<file path="src/rtl/serprog_pkg.sv">
package serprog_pkg;

   // Default geometry of the configuration port
   localparam int SP_WORD_W      = 19;
   localparam int SP_ADDR_W      = 2;
   localparam int SP_NUM_REGS    = 4;
   localparam int SP_SYNC_STAGES = 2;
   localparam int SP_HOLD_CYCLES = 8;

   // Phase of the bus-active tracker
   typedef enum logic [1:0] {
      WK_IDLE = 2'd0,
      WK_BUSY = 2'd1,
      WK_HOLD = 2'd2
   } wake_state_e;

   // Counter width that can hold the value n
   function automatic int cnt_width(input int n);
      int w;
      w = 1;
      while ((1 << w) <= n) w++;
      return w;
   endfunction

endpackage

</file>
<file path="src/rtl/serprog_sync.sv">
module serprog_sync #(
   parameter int              WIDTH   = 3,
   parameter int              STAGES  = 2,
   parameter logic [WIDTH-1:0] RST_VAL = '0
) (
   input  logic             clk,
   input  logic             rst_n,
   input  logic [WIDTH-1:0] d,
   output logic [WIDTH-1:0] q
);

   initial begin
      if (WIDTH < 1) $error("serprog_sync: WIDTH must be at least 1");
      if (STAGES < 0) $error("serprog_sync: STAGES must not be negative");
   end

   generate
      if (STAGES == 0) begin : g_bypass
         assign q = d;
      end else begin : g_chain
         logic [WIDTH-1:0] stg [STAGES];
         always_ff @(posedge clk or negedge rst_n) begin
            if (!rst_n) begin
               for (int i = 0; i < STAGES; i++) stg[i] <= RST_VAL;
            end else begin
               stg[0] <= d;
               for (int i = 1; i < STAGES; i++) stg[i] <= stg[i-1];
            end
         end
         assign q = stg[STAGES-1];
      end
   endgenerate

endmodule

</file>
<file path="src/rtl/serprog_shift.sv">
module serprog_shift #(
   parameter int WORD_W    = 19,
   parameter bit MSB_FIRST = 1'b1
) (
   input  logic              clk,
   input  logic              rst_n,
   input  logic              shift_en,
   input  logic              din,
   output logic [WORD_W-1:0] word
);

   logic [WORD_W-1:0] sr;

   initial begin
      if (WORD_W < 2) $error("serprog_shift: WORD_W must be at least 2");
   end

   generate
      if (MSB_FIRST) begin : g_msb
         // Newest bit enters at the bottom; oldest falls off the top
         always_ff @(posedge clk or negedge rst_n) begin
            if (!rst_n)        sr <= '0;
            else if (shift_en) sr <= {sr[WORD_W-2:0], din};
         end
         assign word = sr;
      end else begin : g_lsb
         // Newest bit enters at the top; word is mirrored so the
         // last bits received still land in the low field
         always_ff @(posedge clk or negedge rst_n) begin
            if (!rst_n)        sr <= '0;
            else if (shift_en) sr <= {din, sr[WORD_W-1:1]};
         end
         always_comb begin
            for (int i = 0; i < WORD_W; i++) word[i] = sr[WORD_W-1-i];
         end
      end
   endgenerate

   // without an enabled edge the register keeps its contents
   a_r2_hold_when_idle : assert property (@(posedge clk) disable iff (!rst_n)
      !shift_en |=> $stable(sr));

   // an enabled edge always moves the register
   a_r1_shift_moves : assert property (@(posedge clk) disable iff (!rst_n)
      shift_en |=> (sr == $past({sr[WORD_W-2:0], din})) || !MSB_FIRST);

endmodule

</file>
<file path="src/rtl/serprog_bank.sv">
module serprog_bank #(
   parameter int PAY_W    = 17,
   parameter int ADDR_W   = 2,
   parameter int NUM_REGS = 4
) (
   input  logic                      clk,
   input  logic                      rst_n,
   input  logic                      commit,
   input  logic [ADDR_W-1:0]         addr,
   input  logic [PAY_W-1:0]          payload,
   output logic [NUM_REGS*PAY_W-1:0] regs_flat
);

   logic [NUM_REGS-1:0] wr_sel;
   logic [PAY_W-1:0]    regs [NUM_REGS];

   initial begin
      if (NUM_REGS < 1) $error("serprog_bank: NUM_REGS must be at least 1");
      if (NUM_REGS > (1 << ADDR_W)) $error("serprog_bank: NUM_REGS exceeds address space");
   end

   generate
      for (genvar g = 0; g < NUM_REGS; g++) begin : g_reg
         assign wr_sel[g] = commit && (addr == ADDR_W'(g));

         always_ff @(posedge clk or negedge rst_n) begin
            if (!rst_n)         regs[g] <= '0;
            else if (wr_sel[g]) regs[g] <= payload;
         end

         assign regs_flat[g*PAY_W +: PAY_W] = regs[g];

         // a register changes only when it is the addressed one
         a_r5_only_target : assert property (@(posedge clk) disable iff (!rst_n)
            (!commit || addr != ADDR_W'(g)) |=> $stable(regs[g]));
      end
   endgenerate

   // never more than one destination per commit
   a_r5_single_write : assert property (@(posedge clk) disable iff (!rst_n)
      $onehot0(wr_sel));

   // the whole bank is frozen between commits
   a_r6_frozen_between_commits : assert property (@(posedge clk) disable iff (!rst_n)
      !commit |=> $stable(regs_flat));

endmodule

</file>
<file path="src/rtl/serprog_wake.sv">
module serprog_wake
   import serprog_pkg::*;
#(
   parameter int HOLD_CYCLES = 8
) (
   input  logic clk,
   input  logic rst_n,
   input  logic en_n_s,
   output logic active
);

   localparam int CNT_W = cnt_width(HOLD_CYCLES);
   localparam logic [CNT_W-1:0] HOLD_LOAD = CNT_W'(HOLD_CYCLES);

   wake_state_e      st;
   logic [CNT_W-1:0] cnt;

   initial begin
      if (HOLD_CYCLES < 1) $error("serprog_wake: HOLD_CYCLES must be at least 1");
   end

   always_ff @(posedge clk or negedge rst_n) begin
      if (!rst_n) begin
         st  <= WK_IDLE;
         cnt <= '0;
      end else begin
         case (st)
            WK_IDLE: if (!en_n_s) st <= WK_BUSY;
            WK_BUSY: if (en_n_s) begin
               st  <= WK_HOLD;
               cnt <= HOLD_LOAD;
            end
            WK_HOLD: begin
               if (!en_n_s)          st  <= WK_BUSY;
               else if (cnt == '0)   st  <= WK_IDLE;
               else                  cnt <= cnt - 1'b1;
            end
            default: st <= WK_IDLE;
         endcase
      end
   end

   assign active = (st != WK_IDLE);

   // a low enable always leads to an active interface
   a_r7_wake_on_enable : assert property (@(posedge clk) disable iff (!rst_n)
      !en_n_s |=> active);

   // the hold countdown never exceeds its load value
   a_r8_count_bound : assert property (@(posedge clk) disable iff (!rst_n)
      cnt <= HOLD_LOAD);

   // the interface only goes idle from an expired hold
   a_r8_idle_after_hold : assert property (@(posedge clk) disable iff (!rst_n)
      $fell(active) |-> ($past(st) == WK_HOLD && $past(cnt) == '0));

endmodule

</file>
<file path="src/rtl/serprog_rx.sv">
module serprog_rx
   import serprog_pkg::*;
#(
   parameter int WORD_W      = SP_WORD_W,
   parameter int ADDR_W      = SP_ADDR_W,
   parameter int NUM_REGS    = SP_NUM_REGS,
   parameter int SYNC_STAGES = SP_SYNC_STAGES,
   parameter int HOLD_CYCLES = SP_HOLD_CYCLES,
   parameter bit MSB_FIRST   = 1'b1,
   localparam int PAY_W      = WORD_W - ADDR_W
) (
   input  logic                      clk,
   input  logic                      rst_n,
   input  logic                      bus_dat,
   input  logic                      bus_clk,
   input  logic                      bus_en_n,
   output logic [NUM_REGS*PAY_W-1:0] cfg_q,
   output logic                      bus_active
);

   initial begin
      if (ADDR_W < 1)       $error("serprog_rx: ADDR_W must be at least 1");
      if (WORD_W <= ADDR_W) $error("serprog_rx: WORD_W must exceed ADDR_W");
   end

   // Synchronized bus lines: {enable_n, clock, data}
   logic [2:0]        bus_s;
   logic              s_dat, s_clk, s_en_n;
   logic              clk_d, en_d;
   logic              shift_en, commit;
   logic [WORD_W-1:0] word;

   serprog_sync #(
      .WIDTH   (3),
      .STAGES  (SYNC_STAGES),
      .RST_VAL (3'b100)
   ) u_sync (
      .clk   (clk),
      .rst_n (rst_n),
      .d     ({bus_en_n, bus_clk, bus_dat}),
      .q     (bus_s)
   );

   assign {s_en_n, s_clk, s_dat} = bus_s;

   // Edge detection on the synchronized lines
   always_ff @(posedge clk or negedge rst_n) begin
      if (!rst_n) begin
         clk_d <= 1'b0;
         en_d  <= 1'b1;
      end else begin
         clk_d <= s_clk;
         en_d  <= s_en_n;
      end
   end

   assign shift_en = s_clk & ~clk_d & ~s_en_n;
   assign commit   = s_en_n & ~en_d;

   serprog_shift #(
      .WORD_W    (WORD_W),
      .MSB_FIRST (MSB_FIRST)
   ) u_shift (
      .clk      (clk),
      .rst_n    (rst_n),
      .shift_en (shift_en),
      .din      (s_dat),
      .word     (word)
   );

   serprog_bank #(
      .PAY_W    (PAY_W),
      .ADDR_W   (ADDR_W),
      .NUM_REGS (NUM_REGS)
   ) u_bank (
      .clk       (clk),
      .rst_n     (rst_n),
      .commit    (commit),
      .addr      (word[ADDR_W-1:0]),
      .payload   (word[WORD_W-1:ADDR_W]),
      .regs_flat (cfg_q)
   );

   serprog_wake #(
      .HOLD_CYCLES (HOLD_CYCLES)
   ) u_wake (
      .clk    (clk),
      .rst_n  (rst_n),
      .en_n_s (s_en_n),
      .active (bus_active)
   );

   // a commit only follows a period of low enable
   a_r6_commit_after_burst : assert property (@(posedge clk) disable iff (!rst_n)
      commit |-> $past(!s_en_n));

   // a shift is never seen together with a commit
   a_r2_no_shift_on_commit : assert property (@(posedge clk) disable iff (!rst_n)
      !(shift_en && commit));

endmodule

</file>
<file path="config.mk">
export PLATFORM = sky130hd
export DESIGN_NAME = serprog_rx
export DESIGN_NICKNAME = d
export VERILOG_FILES = /design/src/rtl/serprog_pkg.sv /design/src/rtl/serprog_sync.sv /design/src/rtl/serprog_shift.sv /design/src/rtl/serprog_bank.sv /design/src/rtl/serprog_wake.sv /design/src/rtl/serprog_rx.sv
export SDC_FILE = /design/constraint.sdc
export NUM_CORES = 1
export LEC_CHECK = 0
export CAP_MARGIN = 20
export CORE_AREA = 5 5 105 107
export DETAILED_ROUTE_END_ITERATION = 12
export DIE_AREA = 0 0 110 112
export DONT_BUFFER_PORTS = 1
export PLACE_DENSITY = 0.59
export SYNTH_ARGS = -nofsm -noshare
export SYNTH_HDL_FRONTEND = slang
export SYNTH_SLANG_ARGS = --single-unit
export TNS_END_PERCENT = 100
</file>
<file path="constraint.sdc">
create_clock -name clk -period 2.8 [get_ports clk]
set_input_delay 0.7 -clock clk [delete_from_list [all_inputs] [get_ports clk]]
set_output_delay 0.7 -clock clk [all_outputs]
set_load 0.03 [all_outputs]
</file>
==> Word level (Yosys, flattened, before mapping) <==
Cells that the tools add are included.
{ "totals": {"regBits": 101, "in_bits": 5, "out_inout_bits": 69, "elab_cells": 48} }
{ "classes": {"add_sub_neg": 1, "eq_ne": 10, "mux": 9, "n_bitwise": 6, "n_reduce_logical": 11} }
{ "ops": {"columns": ["op", "count"], "rows": [
  ["two-way mux 4 bit", 3],
  ["two-way mux 2 bit", 4],
  ["!= test 2 bit (second input constant)", 4],
  ["case mux 4 bit (2 select lines)", 1],
  ["equality test 2 bit (second input constant)", 3],
  ["case mux 2 bit (3 select lines)", 1],
  ["equality test 2 x 1 -> 1 bit (second input constant)", 2],
  ["logical AND 1 bit", 4],
  ["zero test 2 bit", 2],
  ["zero test 4 bit", 1],
  ["AND reduction 4 bit", 1],
  ["nonzero test 2 bit", 2],
  ["subtractor 4 x 1 -> 4 bit (second input constant)", 1],
  ["bitwise AND 1 bit", 3],
  ["!= test 3 x 2 -> 1 bit (second input constant)", 1],
  ["NOT 1 bit", 3],
  ["AND reduction 3 bit", 1]
]} }

==> Longest topological paths before layout <==
Gate-level depths: netlist of run 1.
{ "logic_depth": {"depth_word": 4, "mapped_depth": 5, "ltp_nobuf": 5} }

==> Modules after synthesis <==
A second synthesis of run 1 with hierarchy kept.
{ "hier_totals": {"cells_unflattened": 234, "hier_area_um2": 3910.0} }
{ "modules_own_cells": {"columns": ["module", "n_inst", "cells_per_inst", "area_per_inst_um2", "seq_area_each_um2"], "rows": [
  ["serprog_bank", 1, 144, 2557.5, 1701.6],
  ["serprog_shift", 1, 40, 758.2, 475.5],
  ["serprog_wake", 1, 37, 346.6, 150.1],
  ["serprog_sync", 1, 9, 175.2, 152.6],
  ["serprog_rx", 1, 4, 72.6, 51.3]
]} }

==> Worst setup path after synthesis of run 1 <==
Ideal clock, no wire load.
{ "synth_timing": {"path_kind": "register to register", "startpoint": "register u_sync.g_chain.stg (netlist bit u_sync.q[2])", "endpoint": "register u_bank.regs (netlist bit u_bank.regs_flat[20])", "setup_ns": 0.125, "arrival_time_ns": 1.457, "required_time_ns": 2.675, "slack_ns": 1.218, "stages_incl_launch_ff": 6, "n_path_buf": 3, "synth_period_minus_slack_ns": 1.582, "path_cell_list": "dfstp_2 -> buf_4 -> and4bb_2 -> buf_6 -> buf_8 -> mux2_2"} }
{ "synth_via": {"elab_chain_len": 2} }
{ "synth_lines": {"columns": ["element", "line_no", "rtl"], "rows": [
  ["start: declaration", "serprog_sync.sv:21", "logic [WIDTH-1:0] stg [STAGES];"],
  ["bitwise AND 1 bit", "serprog_rx.sv:58", "assign commit = s_en_n & ~en_d;"],
  ["logical AND 1 bit", "serprog_bank.sv:24", "assign wr_sel[g] = commit && (addr == ADDR_W'(g));"],
  ["end signal: indexed assignment", "serprog_bank.sv:28", "else if (wr_sel[g]) regs[g] <= payload;"],
  ["end: declaration", "serprog_bank.sv:15", "logic [PAY_W-1:0] regs [NUM_REGS];"]
]} }
No other way between the ends.
A chain may end at the register's enable or synchronous reset.

==> Worst setup path in the final report of run 1 <==
{ "layout_timing": {"startpoint": "register u_wake.st[0]", "endpoint": "output bus_active"} }
{ "layout_via": {"elab_chain_len": 1} }
{ "layout_lines": {"columns": ["element", "line_no", "rtl"], "rows": [
  ["start: declaration", "serprog_wake.sv:15", "wake_state_e st;"],
  ["start signal: assignment", "serprog_wake.sv:24", "st <= WK_IDLE;"],
  ["start signal: assignment", "serprog_wake.sv:28", "WK_IDLE: if (!en_n_s) st <= WK_BUSY;"],
  ["start signal: assignment", "serprog_wake.sv:30", "st <= WK_HOLD;"],
  ["nonzero test 2 bit", "serprog_wake.sv:43", "assign active = (st != WK_IDLE);"],
  ["end: declaration", "serprog_rx.sv:18", "output logic bus_active"]
]} }
No other way between the ends.

==> key figures, run 1 <==
Run status
  • Run status: finished clean

Timing
  • Worst relative slew slack: between 40% and 50%
  • RSZ-0062 raised after global routing: false
  • Max-slew violation count: 0
  • Final sum of negative setup slack: 0 ns
  • Clock Skews: 0.0105 ns
  • Number of setup violations in the final report: 0
  • F_max: 0.520 GHz
  • Final setup slack of the worst path: slightly below 0.9 ns
  • Worst Tran Pin Value: 0.843 ns
  • Period Utilization, post-route: 68.7%
  • Total count of hold-check failures in the final report: 0
  • Final critical path time including I/O delays and setup: a little under 2 ns

Layout
  • Most common library cell in the layout ignoring fill and taps: sky130_fd_sc_hd__dfrtp_1
  • Total number of nets in the final design: approximately 250
  • Layout cells sized above 1: 47.3%
  • Antenna cell count: 0
  • Area growth syn-to-layout: 8.64%
  • Most used cells in the layout excluding fill and tap cells: 98 x sky130_fd_sc_hd__dfrtp_1, 87 x sky130_fd_sc_hd__mux2_2, 9 x sky130_fd_sc_hd__clkbuf_8

Placement
  • Half-perimeter wire length after detailed placement: ~4700 um
  • Post-Place Setup Slack: 0.934 ns
  • Buffers added on ports: 0
  • Final RePlAce weighted congestion: 0.729

Drt
  • Final wirelength: 7730 um
  • First-pass iteration count of the detailed router: 4
  • DR vias/cell: 4.96
  • Initial DRC Count: 73
  • Residual antenna-violating net count after detailed routing: 0
  • Routed vias: around 1,900
  • Routed length per instance: 20.4 um
  • Total DRC errors in the routed layout: 0

CTS
  • Root cell of the clock tree: sky130_fd_sc_hd__clkbuf_8
  • Clock transition at path regs: 0.10 ns
  • Clk sink count: 101
  • Cts-stage hold buffer count: 1
  • Post CTS Setup Buffer Count: 0
  • Clock Path Buffers: 2
  • Clk Latency, worst-skew pair: 0.36 ns
  • Number of cells upsized or downsized after cts: 0
  • Clock tree from TritonCTS: done
  • Deepest level of the CTS H-tree: 3
  • Inserted Clock Buffers: 9

Global routing
  • Via count of the first global-routing pass: about 2,000
  • Remaining global-route overflow: 0
  • Antenna violations before repair: 0
  • Pin count of the biggest net entering global routing: 88
  • GRT Total Usage: 13.1%
  • Global-route wire length before repair: about 12,000 um

Worst setup path
  • Arrival time at the worst endpoint: 1.22 ns
  • Worst Setup Path Type: reg2out
  • Largest stage delay on the critical path: 0.46 ns
  • Highest net fanout along the worst path: 9
  • Critical-path cell list: or2_2
  • Cell depth of the worst flop-to-flop path: 2
  • Number of buffer and inverter instances along the worst setup path: 0
  • Slowest stage cell on the critical path: sky130_fd_sc_hd__dfrtp_1
  • Data required time of the critical path: ~2.1 ns
  • Count of cell instances traversed by the critical path: 1
  • Category of the worst setup path launch point: flop
  • Sort of element at the end of the critical path: primary output
  • Largest delay share family, worst path: flip-flops

Yosys
  • Synthesized flop and latch total: 101
  • Prevailing post-synth register cell: sky130_fd_sc_hd__dfrtp_1
  • Post-Synthesis Net Count: 236
  • Yosys warns: 0
  • Distinct cells, synth: 30
  • Mapped Area: 0.00385 mm^2
  • Post-synthesis average cell area: between 15 and 20 um^2
  • Count of flip-flops with a built-in enable after synthesis: 0
  • Gate Count Post-Synth: 229
  • Proportion of synthesized flip-flops having asynchronous set or reset: 100%
  • Share of synthesized area occupied by flip-flops and latches: 65.7%

Die
  • Cell row count: 37
  • Initial Utilization: around two fifths
  • Floorplan core area: 0.0100 mm^2
  • Area of the die: 0.0123 mm^2
  • Die width: 110 um
  • I/O pin cnt: 74
  • DIE HEIGHT: approximately 110 um

Power and ir drop
  • Leakage: 0.00200 uW
  • Power per cell area: 826 mW/mm^2
  • Largest vdd supply drop: approximately 0.29 mV

Run
  • Max-cap viol count: 0

Worst hold path
  • Kind of path behind the tightest hold check: in2async
-- layer usage --
metal  part of all wire, %  track usage, %
met1                    43            17.3
met4                   1.4            4.24
met3                   5.8            5.04
met5                     0               0
met2                    50            19.7
-- final cells by class --
cell class / count / area (um^2)
fillers: 926 / 5860
repair buffers: 7 / 80.1
inverters: 3 / 11.3
multi-input cells: 116 / 1220
clock buffers: 11 / 131
well taps: 136 / 170
flip-flops and latches: 101 / 2530
clock inverters: 5 / 37.5
-- cells in the mapped netlist, drive strengths merged, types with 2 or more instances --
master | instances | area share (%)
dfrtp | 98 | 64
mux2 | 87 | 25
buf | 9 | 2.4
dfstp | 3 | 2.0
inv | 3 | 0.29
nor3b | 3 | 0.58
and3 | 2 | 0.32
and4bb | 2 | 0.65
ha | 2 | 0.65
nand2 | 2 | 0.19
nand4b | 2 | 0.62
o21ai | 2 | 0.26
-- stage by stage --
| stage | util, % | std cells | hold WS (ns) | power (uW) | instance area (um^2) |
|---|---|---|---|---|---|
| final | 41.7 | 379 | 0.171 | 3460 | 4190 |
| after global routing | 41.7 | 379 | 0.121 | 3670 | 4190 |
| after CTS | 41.2 | 376 | 0.000559 | 3490 | 4140 |
| after detailed placement | 39.4 | 359 | 0.336 | 2650 | 3960 |
| after global placement | 39.4 | 359 | 0.336 | 2630 | 3960 |
| after floorplan | - | 229 | 0.331 | 2510 | 3850 |
-- power by group --
group	leakage [uW]	internal [uW]	switching, uW
sequential	0.00135	1690	548
clock	0.0000678	324	498
combinational	0.000580	239	157
total	0.00200	2250	1200
-- flip-flops by register name, summed over array words and instances, names as in the netlist --
name / cells
clk_d: 1
u_sync.g_chain.stg: 3
u_shift.word: 19
u_sync.q: 3
u_bank.regs_flat: 68
u_wake.cnt: 4
u_wake.st: 2
en_d: 1
-- final timing paths --
path | from | end | slack [ns]
max | u_wake.st[0] | bus_active | 0.88
min | rst_n | u_sync.g_chain.stg[5] | 0.17
max reg2reg | u_sync.q[2] | u_bank.regs_flat[50] | 0.94
min reg2reg | u_sync.g_chain.stg[3] | u_sync.q[0] | 0.36
max in group asynchronous | rst_n | u_shift.word[1] | 1.40
min in group clk | bus_en_n | u_sync.g_chain.stg[5] | 0.33
-- cells by family (layout without fill, tap and decap cells) --
kind of cell	count (synthesis)	count (layout)	share of synthesized area (%)
buffers and inverters	12	26	2.66
muxes	88	88	25.7
DFF	101	101	65.7
adders and majority gates	2	2	0.649
and+or+nand+nor	20	20	4.29
AOI/OAI and AO/OA	6	6	1.04
Power figures use the tool's default switching activity.
==> inputs of run 2 (changes only) <==
clock period = 2 ns   (was 2.8 ns; I/O delays follow)
==> run 2 against run 1 <==
  * The run now ends with negative hold slack left
  * Count of clock-buffer cells in the layout is 2 lower
  * Total power is 44% higher
  * Non-clock buffer count stayed put
  * Register-to-register slack worse by 0.64 ns
  * Clock skew hardly changed
  * Worst setup slack worse by 0.61 ns
  * Largest power group unchanged
  * Global-route usage is 0.44 points lower
  * Combinational power is 31% higher
  * Sequential power is 40% higher
  * Hold slack worse by 0.35 ns
==> key figures, run 2 (same netlist as run 1, synthesis figures left out) <==
Drt
  • DR vias/cell: 4.96
  • Total DRC errors in the routed layout: 0
  • Residual antenna-violating net count after detailed routing: 0
  • Routed vias: 1,878
  • Initial DRC Count: 66
  • Routed length per instance: approximately 19 um
  • Final wirelength: roughly 7200 um
  • First-pass iteration count of the detailed router: 3

Global routing
  • Pin count of the biggest net entering global routing: 102
  • Antenna violations before repair: 0
  • Remaining global-route overflow: 0
  • Global-route wire length before repair: 11,700 um
  • Via count of the first global-routing pass: 1,996
  • GRT Total Usage: between 10% and 20%

Worst setup path
  • Worst Setup Path Type: reg2out
  • Category of the worst setup path launch point: flop
  • Register-to-Register Setup Slack: 0.30 ns
  • Slowest stage cell on the critical path: sky130_fd_sc_hd__dfrtp_1
  • Sort of element at the end of the critical path: primary output
  • Arrival time at the worst endpoint: about 1.2 ns
  • Largest delay share family, worst path: flip-flops
  • Number of buffer and inverter instances along the worst setup path: 0
  • Data required time of the critical path: 1.50 ns
  • Critical-path cell list: or2_2
  • Largest stage delay on the critical path: between 0.4 and 0.5 ns
  • Highest net fanout along the worst path: 8

Die
  • Die width: 110 um
  • I/O pin cnt: 74
  • DIE HEIGHT: ~110 um
  • Floorplan core area: 0.0100 mm^2
  • Area of the die: between 0.01 and 0.015 mm^2
  • Initial Utilization: roughly two fifths
  • Cell row count: 37

Run
  • Max-cap viol count: 0

CTS
  • Clk Latency, worst-skew pair: 0.36 ns
  • Clock Path Buffers: 2
  • Post CTS Setup Buffer Count: 0
  • Inserted Clock Buffers: 9
  • Clock transition at path regs: 0.10 ns
  • Root cell of the clock tree: sky130_fd_sc_hd__clkbuf_8
  • Clk sink count: 101
  • Number of cells upsized or downsized after cts: 0
  • Clock tree from TritonCTS: done
  • Deepest level of the CTS H-tree: 3

Placement
  • Post-Place Setup Slack: 0.284 ns
  • Buffers added on ports: 0
  • Half-perimeter wire length after detailed placement: 4750 um
  • Final RePlAce weighted congestion: a little under 0.7
  • Post-Place Cells: 363
  • Placement Cell Area: 0.00400 mm^2

Layout
  • Fin cells: 379
  • Antenna cell count: 0
  • Total number of nets in the final design: 245
  • Flip-flop count of the largest register after layout: 68
  • Layout cells sized above 1: 49.4%
  • Most common library cell in the layout ignoring fill and taps: sky130_fd_sc_hd__dfrtp_1
  • Most used cells in the layout excluding fill and tap cells: 98 x sky130_fd_sc_hd__dfrtp_1, 87 x sky130_fd_sc_hd__mux2_2, 9 x sky130_fd_sc_hd__clkbuf_8
  • Post-Layout Inst Area: 0.00421 mm^2
  • Area growth syn-to-layout: 9.19%
  • Total of fill cells in the finished design: around 960

Timing
  • RSZ-0062 raised after global routing: false
  • Worst relative slew slack: 73.0%
  • Final sum of negative setup slack: 0 ns
  • Worst Tran Pin Value: 0.402 ns
  • Hold_ws: -0.175 ns
  • Period Utilization, post-route: 86.7%
  • Max-slew violation count: 0
  • Total count of hold-check failures in the final report: 99
  • Clock Skews: 0.0105 ns
  • Final setup slack of the worst path: ~0.27 ns
  • Final critical path time including I/O delays and setup: about 1.7 ns
  • Number of setup violations in the final report: 0
  • F_max: 0.577 GHz

Power and ir drop
  • Leakage: slightly above 0.002 uW
  • Power per cell area: 1180 mW/mm^2
  • Largest vdd supply drop: 0.405 mV

Run status
  • Failing checks: negative hold slack
  • Run status: complete, but fails checks

Worst hold path
  • Kind of path behind the tightest hold check: in2async
-- run 2: per-layer routing --
metal  GRT usage [%]  routed length [um]  up-vias
met4            4.24                  84        0
li1                -                   -      831
met3            4.99                 471        5
met2            19.9                3650       38
met5               0                   0        -
met1            15.8                3010     1004
-- run 2: final timing paths --
| kind | startpoint | end | depth (start not counted) |
|---|---|---|---|
| max in group asynchronous | rst_n | en_d | 0 |
| setup reg to reg | u_sync.q[2] | u_bank.regs_flat[19] | 3 |
| hold reg to reg | u_sync.g_chain.stg[4] | u_sync.q[1] | 0 |
| min in group clk | bus_en_n | u_sync.g_chain.stg[5] | 0 |
| hold / removal | rst_n | u_bank.regs_flat[38] | 0 |
| setup / recovery | u_wake.st[1] | bus_active | 1 |
-- run 2: power breakdown --
group | total (uW) | switching (uW) | internal, uW
Clock | 1320 | 719 | 596
Sequential | 3130 | 765 | 2370
Combinational | 520 | 184 | 336
-- run 2: final cells by class --
class / instances / area (um^2) / share of cell area (%)
clock buffers: 9 / 124 / 2.94
clock inverters: 7 / 81.3 / 1.93
inverters: 3 / 11.3 / 0.268
multi-input cells: 116 / 1220 / 29.1
flip-flops and latches: 101 / 2530 / 60.2
well taps: 136 / 170 / 4.04
repair buffers: 7 / 65.1 / 1.55
-- run 2: per-stage QoR --
step	power [uW]	utilization, %
finish	4970	41.9
global route	5240	41.9
CTS	5050	41.9
detailed placement	3730	39.8
global placement	3700	39.8
floorplan	3510	-
==> inputs of run 3 (changes only) <==
SKIP_CTS_REPAIR_TIMING = 1   (was default)
==> results of run 3 <==
Same layout as run 2: the final DEF is identical, and so are final timing and power.
